$ cat src/rtl/segx_pkg.sv
package segx_pkg;

  localparam int ADDR_W = 32;

  typedef enum logic [2:0] {
    FLT_NONE    = 3'd0,
    FLT_PRIVOP  = 3'd1,
    FLT_ABSENT  = 3'd2,
    FLT_PROT    = 3'd3,
    FLT_LIMIT   = 3'd4
  } fault_e;

  typedef struct packed {
    logic [ADDR_W-1:0] base;
    logic [ADDR_W-1:0] limit;
    logic [1:0]        dpl;
    logic              present;
  } desc_t;

  // numerically larger level is the weaker one
  function automatic logic [1:0] weaker_level(input logic [1:0] a, input logic [1:0] b);
    return (a > b) ? a : b;
  endfunction

  function automatic logic beyond_limit(input logic [ADDR_W-1:0] off, input logic [ADDR_W-1:0] lim);
    return off > lim;
  endfunction

  function automatic logic [ADDR_W-1:0] wrap_add(input logic [ADDR_W-1:0] a, input logic [ADDR_W-1:0] b);
    logic [ADDR_W:0] s;
    s = {1'b0, a} + {1'b0, b};
    return s[ADDR_W-1:0];
  endfunction

endpackage

$ cat src/rtl/segx_desc_table.sv
module segx_desc_table
  import segx_pkg::*;
#(
  parameter int IDX_W = 3
) (
  input  logic             clk,
  input  logic             rst_n,
  input  logic             wr_en,
  input  logic [IDX_W-1:0] wr_idx,
  input  desc_t            wr_desc,
  input  logic [IDX_W-1:0] rd_idx,
  output desc_t            rd_desc
);
  localparam int DEPTH = 1 << IDX_W;

  desc_t ent_q [DEPTH];

  for (genvar e = 0; e < DEPTH; e++) begin : g_ent
    always_ff @(posedge clk) begin
      if (!rst_n) begin
        ent_q[e] <= '0;
      end else if (wr_en && (wr_idx == IDX_W'(e))) begin
        ent_q[e] <= wr_desc;
      end
    end
  end

  assign rd_desc = ent_q[rd_idx];

  // a written entry holds the written value on the next cycle
  a_r11_write_lands: assert property (@(posedge clk) disable iff (!rst_n)
    wr_en |=> (ent_q[$past(wr_idx)] == $past(wr_desc)));

endmodule

$ cat src/rtl/segx_check.sv
module segx_check
  import segx_pkg::*;
(
  input  logic              seg_en,
  input  logic              priv_op,
  input  logic [1:0]        cpl,
  input  logic [1:0]        rpl,
  input  logic              idx_in_range,
  input  desc_t             desc,
  input  logic [ADDR_W-1:0] off,
  output logic              ev_privop,
  output logic              ev_absent,
  output logic              ev_prot,
  output logic              ev_limit,
  output fault_e            fault,
  output logic [ADDR_W-1:0] lin
);
  assign ev_privop = priv_op && (cpl != 2'd0);
  assign ev_absent = seg_en && (!idx_in_range || !desc.present);
  assign ev_prot   = seg_en && (weaker_level(cpl, rpl) > desc.dpl);
  assign ev_limit  = seg_en && beyond_limit(off, desc.limit);

  always_comb begin
    if (ev_privop)      fault = FLT_PRIVOP;
    else if (ev_absent) fault = FLT_ABSENT;
    else if (ev_prot)   fault = FLT_PROT;
    else if (ev_limit)  fault = FLT_LIMIT;
    else                fault = FLT_NONE;
  end

  always_comb begin
    if (fault != FLT_NONE) lin = '0;
    else if (seg_en)       lin = wrap_add(desc.base, off);
    else                   lin = off;
  end

endmodule

$ cat src/rtl/segx_out_stage.sv
module segx_out_stage
  import segx_pkg::*;
(
  input  logic              clk,
  input  logic              rst_n,
  input  logic              in_valid,
  input  fault_e            in_fault,
  input  logic [ADDR_W-1:0] in_lin,
  output logic              out_valid,
  output logic [2:0]        out_fault,
  output logic [ADDR_W-1:0] out_lin
);
  always_ff @(posedge clk) begin
    if (!rst_n) begin
      out_valid <= 1'b0;
      out_fault <= 3'd0;
      out_lin   <= '0;
    end else begin
      out_valid <= in_valid;
      out_fault <= in_valid ? in_fault : 3'd0;
      out_lin   <= in_valid ? in_lin : '0;
    end
  end
endmodule

$ cat src/rtl/segx_top.sv
module segx_top
  import segx_pkg::*;
#(
  parameter int IDX_W = 3
) (
  input  logic             clk,
  input  logic             rst_n,
  input  logic             seg_en,
  input  logic             req_valid,
  input  logic [15:0]      req_sel,
  input  logic [31:0]      req_off,
  input  logic [1:0]       req_cpl,
  input  logic             req_priv_op,
  input  logic             wr_en,
  input  logic             wr_local,
  input  logic [IDX_W-1:0] wr_idx,
  input  logic [31:0]      wr_base,
  input  logic [31:0]      wr_limit,
  input  logic [1:0]       wr_dpl,
  input  logic             wr_present,
  output logic             out_valid,
  output logic [2:0]       out_fault,
  output logic [31:0]      out_lin
);
  localparam int SEL_IDX_W = 13;
  localparam int N_TBL     = 2;

  logic [1:0]           sel_rpl;
  logic                 sel_local;
  logic [SEL_IDX_W-1:0] sel_idx;
  logic                 idx_in_range;
  desc_t                wr_desc;
  desc_t                tbl_rd [N_TBL];
  desc_t                desc_pick;

  assign sel_rpl      = req_sel[1:0];
  assign sel_local    = req_sel[2];
  assign sel_idx      = req_sel[15:3];
  assign idx_in_range = (sel_idx >> IDX_W) == '0;

  assign wr_desc = '{base: wr_base, limit: wr_limit, dpl: wr_dpl, present: wr_present};

  for (genvar t = 0; t < N_TBL; t++) begin : g_tbl
    segx_desc_table #(.IDX_W(IDX_W)) u_tbl (
      .clk     (clk),
      .rst_n   (rst_n),
      .wr_en   (wr_en && (wr_local == 1'(t))),
      .wr_idx  (wr_idx),
      .wr_desc (wr_desc),
      .rd_idx  (sel_idx[IDX_W-1:0]),
      .rd_desc (tbl_rd[t])
    );
  end

  assign desc_pick = sel_local ? tbl_rd[1] : tbl_rd[0];

  logic              ev_privop, ev_absent, ev_prot, ev_limit;
  fault_e            chk_fault;
  logic [ADDR_W-1:0] chk_lin;

  segx_check u_chk (
    .seg_en       (seg_en),
    .priv_op      (req_priv_op),
    .cpl          (req_cpl),
    .rpl          (sel_rpl),
    .idx_in_range (idx_in_range),
    .desc         (desc_pick),
    .off          (req_off),
    .ev_privop    (ev_privop),
    .ev_absent    (ev_absent),
    .ev_prot      (ev_prot),
    .ev_limit     (ev_limit),
    .fault        (chk_fault),
    .lin          (chk_lin)
  );

  segx_out_stage u_out (
    .clk       (clk),
    .rst_n     (rst_n),
    .in_valid  (req_valid),
    .in_fault  (chk_fault),
    .in_lin    (chk_lin),
    .out_valid (out_valid),
    .out_fault (out_fault),
    .out_lin   (out_lin)
  );

  // result strobe follows a request by one cycle
  a_r3_latency: assert property (@(posedge clk) disable iff (!rst_n)
    req_valid |=> out_valid);
  a_r3_idle: assert property (@(posedge clk) disable iff (!rst_n)
    !req_valid |=> !out_valid);
  // no address escapes with a fault
  a_r9_zero_on_fault: assert property (@(posedge clk) disable iff (!rst_n)
    (out_fault != 3'd0) |-> (out_lin == '0));
  // privileged-op trap wins over everything
  a_r4_privop: assert property (@(posedge clk) disable iff (!rst_n)
    (req_valid && req_priv_op && req_cpl != 2'd0) |=> (out_fault == 3'd1));
  // pass-through when translation is off
  a_r10_passthru: assert property (@(posedge clk) disable iff (!rst_n)
    (req_valid && !seg_en && !(req_priv_op && req_cpl != 2'd0))
      |=> (out_fault == 3'd0 && out_lin == $past(req_off)));
  // an out-of-range index never translates
  a_r2_range: assert property (@(posedge clk) disable iff (!rst_n)
    (req_valid && seg_en && !idx_in_range) |=> (out_fault != 3'd0));

endmodule

$ cat config.mk
export PLATFORM = sky130hd
export DESIGN_NAME = segx_top
export DESIGN_NICKNAME = d
export VERILOG_FILES = /design/src/rtl/segx_pkg.sv /design/src/rtl/segx_desc_table.sv /design/src/rtl/segx_check.sv /design/src/rtl/segx_out_stage.sv /design/src/rtl/segx_top.sv
export SDC_FILE = /design/constraint.sdc
export NUM_CORES = 2
export LEC_CHECK = 0
export BUFFER_PORTS_ARGS = -buffer_cell sky130_fd_sc_hd__buf_2
export CORE_ASPECT_RATIO = 0.9
export CORE_MARGIN = 3
export CORE_UTILIZATION = 57
export CTS_BUF_LIST = sky130_fd_sc_hd__clkbuf_4 sky130_fd_sc_hd__clkbuf_8
export DETAILED_ROUTE_END_ITERATION = 16
export HOLD_SLACK_MARGIN = 0.15
export PLACE_DENSITY_LB_ADDON = 0.05
export SETUP_SLACK_MARGIN = 0.2
export SLEW_MARGIN = 20
export SYNTH_ARGS = -nofsm -noshare
export SYNTH_HDL_FRONTEND = slang
export SYNTH_SLANG_ARGS = --single-unit
export TNS_END_PERCENT = 1
$ cat constraint.sdc
create_clock -name clk -period 13.8 [get_ports clk]
set_input_delay 0.69 -clock clk [delete_from_list [all_inputs] [get_ports clk]]
set_output_delay 0.69 -clock clk [all_outputs]
set_load 0.05 [all_outputs]
* After elaboration in Yosys (flattened, before gate mapping) *
Memory sizes are Yosys's and may differ from the RTL's.
Index checks and enable logic that the tools add are counted.

cells by class
  multiplexer cells = 72
  $mul = 0
  $lt $le $gt $ge = 3
  add/subtract/negate cells = 1
  bitwise gates (word level) = 19
  reductions and logical operators = 31
  shifts and indexed selects = 0
  equal/unequal tests = 7
  div/mod/pow operators = 0

operators by type and width
  cell                  number
  $mux W67              17
  $mux W1               49
  $add A32 B32 Y32      1
  $gt A32 B32 Y1        1
  $mux W32              1
  $logic_and A1 B1 Y1   22
  $or A1 B1 Y1          16
  $logic_not A13 Y1     1
  $eq A3 B3 Y1 const B  4
  $mux W3               4
  $eq A3 B2 Y1 const B  2
  $gt A2 B2 Y1          2
  $eq A3 B1 Y1 const B  1
  $logic_not A3 Y1      1
  $not A1 Y1            3
  $reduce_bool A3 Y1    1
  $reduce_or A3 Y1      1
  $logic_not A1 Y1      2
  $mux W2               1
  $reduce_and A2 Y1     1
  $reduce_bool A2 Y1    1
  $logic_or A1 B1 Y1    1

word-level totals
  logic and storage cells = 138
  input port bits = 127
  memory bits (read-only) = 0
  memories kept = 2
  output and inout port bits = 36
  latch bits = 0
  flip-flop bits (word level) = 36
  RAM bits = 1,072

memories
  name                  words  bits a word  read ports  clocked after Yosys merged registers in  wr ports  line                   text
  g_tbl[0].u_tbl.ent_q  8      67           1           0                                        8         segx_desc_table.sv:16  desc_t ent_q [DEPTH];
  g_tbl[1].u_tbl.ent_q  8      67           1           0                                        8         segx_desc_table.sv:16

* Depth between registers and ports, before layout *
An unclocked memory read counts as a cell.

  word-level depth = 10
  mapped depth = 17
  depth with buffers taken out = 13

* By module *
A second synthesis with hierarchy kept.

second synthesis, totals
  cells, all modules = 3,625
  area, all modules = 52,714.3 um^2

modules (own cells, without submodules)
  module           instances  seq. area each (um^2)  cells each  area each (um^2)
  segx_desc_table  2          16,095.4               1,511       23,906.7
  segx_check       1          0.0                    446         3,054.2
  segx_out_stage   1          720.7                  78          1,003.5
  segx_top         1          0.0                    79          843.3

* Least setup slack after synthesis *
No wires, ideal clock.

  path kind = input -> register
  start = in wr_idx[1]
  end = mem g_tbl[1].u_tbl.ent_q[4][0] (netlist name), enable pin
  required time = 13.215 ns
  buffers on the path = 1
  slack = 7.414 ns
  arrival = 5.801 ns
  library setup time = 0.585 ns
  stages = 3
  cell sequence = or2_1 clkbuf_1 o21ai_0

RTL lines
  item                line                   text
  start: declaration  segx_top.sv:16         input logic [IDX_W-1:0] wr_idx,
  end: declaration    segx_desc_table.sv:16

* Final worst setup path *
  start = in req_sel[4]
  end = reg u_out.out_lin[31]

between the ends
  word-level cells in the longest chain between the ends = 10

RTL lines
  item                        line                  text
  start: declaration          segx_top.sv:10        input logic [15:0] req_sel,
  $mem_v2 Z8 W67              -
  $mux W67 *                  segx_top.sv:55        assign desc_pick = sel_local ? tbl_rd[1] : tbl_rd[0];
  $gt A32 B32 Y1              segx_pkg.sv:26        return off > lim;
  $logic_and A1 B1 Y1         segx_check.sv:21      assign ev_limit = seg_en && beyond_limit(off, desc.limit);
  $mux W3                     segx_check.sv:27      else if (ev_limit) fault = FLT_LIMIT;
  $mux W3                     segx_check.sv:26      else if (ev_prot) fault = FLT_PROT;
  $mux W3                     segx_check.sv:25      else if (ev_absent) fault = FLT_ABSENT;
  $mux W3                     segx_check.sv:24      if (ev_privop) fault = FLT_PRIVOP;
  $reduce_bool A3 Y1          segx_check.sv:32      if (fault != FLT_NONE) lin = '0;
  $reduce_or A3 Y1 (no line)  -
  end signal: assignment      segx_out_stage.sv:21  out_lin <= in_valid ? in_lin : '0;
  end: declaration            segx_out_stage.sv:11  output logic [ADDR_W-1:0] out_lin

Mark *: on every way between the ends. The rest lies on a longest branch, timed or not.
A chain may end at the register's enable or synchronous reset.

==> impl_metrics.ini <==
[layout]
nets = 3633
area_growth_pct = 10.57
post-route-cell-area_um2 = 57040
fraction_of_final_layout_cells_sized_beyond_drive_strength_1_pct = 24.44

[worst_setup_path]
timing.critical_path.cells = buf_8, buf_4, buf_4, mux4_2, mux4_2, inv_1, ha_1, nand4_1, nor3_1, a21boi_1, o31ai_1, a21bo_2, nand4_2, buf_4, nor2_1, mux2_1
crit_required_ns = 14.49
crit_path_start_kind = input pin
critical_path_arrival_ns = 6.72
critPathMostFrequentCell = buf_4
timing.critical_path.slowest_cell_delay_ns = 0.88
r2r-start = g_tbl[1].u_tbl.ent_q[5][16]$_SDFFCE_PN0P_
critical_path.reg2reg.endpoint = u_out.out_lin[31]$_SDFF_PP0_
worst_path_max_delay_cell = buf_4
timing.critical_path.to_type = flop
crit_buf_inv = 5
timing.reg2reg.worst_path_depth = 13
path_delay_family = buffers and inverters
r2r_slack_ns = 9.75
worstSetupPathType = input pin to flop
crit_fanout = 93

[sta]
finalClockSkew_ns = 0.03313
report.final.setup_viol = 0
slew_viol_final = 0
timing.slew.headroom_pct = 26.53
timing.hold.ws_ns = 0.2202
post-route-min-period_ns = 6.028
layout_worst_path_cycle_share_pct = 43.68
highest_clock_rate_mhz = 165.9
setup_repair_after_global_routing_missed_its_margin = false
totalNegativeSetupSlack_ns = 0
worst-slew-pin-transition_ns = 1.102
final_hold_viol_count = 0

[drt]
drt_first_iter_violations = 4074
dr_vias = 30341
totalWireLength_mm = 151.8
wire_per_inst_um = 31.91
detail_route.first_pass.iterations = 6
vias_per_cell = 6.378
postRouteAntennaNets = 0
post_route_drc_violation_count = 0

[global_routing]
gr-usage-met2_pct = 52.48
grt_overflow_total = 0
grt_usage_pct = 32.86
top_usage_layer = met2
global_route.usage.met3_pct = 6.062
first_global_vias = 30751
global_route_wire_length_before_repair_mm = 217.7
grt_antenna_before_repair = 21
groute.layer.met1.usage_pct = 45.74
grt_start_max_net_pins = 97

[clock_tree]
clock_transition_at_path_regs_ns = 0.06
ctsResizeCount = 0
cts.root.buffer_cell = clkbuf_8
cts_hold_buffers = 0
cts_htree_levels = 4
cts_setup_buffers = 0
cts.sinks = 1108
cts_tree = yes
worst_skew_pair.late_latency_ns = 0.83
tritoncts.num_buffers = 176
cts_max_path_buffers = 3

[placed_design]
globalplace.congestion = 0.8954
placement.io_buffers = 162
detailed_place_hpwl_mm = 81.84
placement.cell_area_um2 = 53640

[yosys]
post_synth_inst_count = 3301
area_fraction_in_compound_gates_after_synthesis_pct = 2.015
synth.mux.area_fraction_pct = 15.07
async_flop_share_pct = 0
edff_count_synth = 1072
ys_seq_elements = 1108
synth.cell_area_um2 = 51590
synth.top_cells.by_area = edfxtp_1, mux4_2, and2_1, clkbuf_1, ha_1
fraction_of_the_mapped_netlist_area_in_adder_cells_pct = 1.688
yosysTopAreaCellShare_pct = 62.40
main_synth_ff_type = edfxtp_1
synth_simple_gate_area_share_pct = 14.69
combinational_family_with_the_most_area_after_synthesis = multiplexers
postSynthNetCount = 3497
post-synth-top-area-cell = edfxtp_1
synth_sequential_area_ratio_pct = 63.80
yosys_warnings = 0
yosys.area_share.xor_xnor_pct = 0.3056
syn_area_per_cell_um2 = 15.63
synth_cell_type_count = 62

[min_path]
hold-path-cell-count = 3
class_of_the_worst_hold_path = input pin to flop
worst_hold_path.endpoint = u_out.out_lin[17]$_SDFF_PP0_
origin_of_the_worst_min_delay_path = req_off[17]

[run_status]
outcome = finished clean

[power_and_ir_drop]
switchingPower_mw = 1.857
power.internal_mw = 5.626
vdd.ir_drop.worst_v = 0.00009654
p_sw_share_pct = 24.81
pwr-share-clk_pct = 36.4
power.leakage_nw = 20.44
power.density_cell_area_nw_per_um2 = 131.2
p_total_mw = 7.483
p_comb_share_pct = 11.0
seqPwrFrac_pct = 52.6

[floorplanning]
vertical_die_dimension_um = 291.4
initial_core_util_pct = 57.63
io_pins = 163
fp.dieW_um = 323.1
die-area_um2 = 94160
rows = 104
core_area_um2 = 89530

[run]
max_cap_viol_count = 0
## synthesized netlist by cell type, drive strengths merged, types with 4 or more instances
cell,n
edfxtp,1072
mux2i,22
mux4,334
and2,1074
nor3,15
nand3,13
xnor2,9
nor2b,8
nand2,52
o21a,6
o31ai,4
a21o,13
o21ai,40
nand3b,5
nand2b,4
a21oi,55
o211ai,6
inv,50
nand4,12
buf,43
o2111ai,5
nor2,62
o21bai,5
ha,68
xor2,9
clkbuf,228
a31oi,9
and3,4
or3,4
dfxtp,36
## cell type report
type	count	area, µm²
tap	1166	1459
sequential	1108	32910
antenna	15	37.54
timing repair buffer	229	1355
multi-input combinational	1872	17720
clock inverter	75	382.9
clock buffer	242	2987
inverter	50	187.7
fill	6530	32480
## cells by family (layout without fill, tap and decap cells)
kind of cell	Yosys count	count (layout)
buffers and inverters	321	596
XOR/XNOR	18	18
adder cells (fa/ha/maj)	69	69
multiplexers	359	359
AND/OR/NAND/NOR	1260	1260
other	0	15
flip-flops	1108	1108
AO/OA/AOI/OAI	166	166
## flip-flops by register name (all words and copies together), names as in the netlist
signal,count
u_out.out_lin,32
u_out.out_valid,1
g_tbl.u_tbl.ent_q,1072
u_out.out_fault,3
## power groups by stage
stage	sequential (mW)	combinational, mW	clock (mW)
after floorplan	4.02	0.517	0
after global placement	4.00	0.800	0
after detailed placement	4.01	0.812	0
after CTS	3.94	0.814	2.75
after global routing	3.95	0.869	2.90
final	3.94	0.819	2.72
## routing by layer
layer	wire length (µm)	part of all wire, %
met5	64	0.042
met4	5407	3.6
met3	15910	10
met2	73210	48
met1	57210	38
## stage by stage
| step | utilization, % | cells | worst slack, ns |
|---|---|---|---|
| final | 63.72 | 4757 | 7.772 |
| after floorplan | - | 3301 | 7.414 |
| after global routing | 63.69 | 4748 | 7.494 |
| after detailed placement | 59.91 | 4425 | 7.070 |
| after global placement | 59.91 | 4425 | 7.134 |
| after CTS | 63.68 | 4742 | 7.928 |
## worst min-delay path, stage by stage
cell and delay (ns):
buf_2 0.15, nand3b_1 0.09, o31ai_1 0.06
## worst max path at each step
stage                                                          end  slack (ns)  cells past startpoint       start
after floorplan           g_tbl[1].u_tbl.ent_q[4][0]$_SDFFCE_PN0P_        7.41                      3   wr_idx[1]
after global placement                u_out.out_lin[31]$_SDFF_PP0_        7.13                     16  req_sel[3]
after detailed placement              u_out.out_lin[31]$_SDFF_PP0_        7.07                     16  req_sel[4]
after CTS                             u_out.out_lin[31]$_SDFF_PP0_        7.93                     16  req_sel[4]
after global routing                  u_out.out_lin[31]$_SDFF_PP0_        7.49                     16  req_sel[3]
final                                 u_out.out_lin[31]$_SDFF_PP0_        7.77                     16  req_sel[4]
## placed cells by master, fill, tap and decap left out, drive strengths merged, types with 12 or more instances in the layout
master  instances
and2         1074
edfxtp       1072
mux4          334
clkbuf        242
buf           229
ha             68
clkinv         64
nor2           62
inv            56
a21oi          55
nand2          52
o21ai          40
dfxtp          36
mux2i          22
diode          15
nor3           15
nand3          13
a21o           13
nand4          12
(Power assumes the default switching activity.)
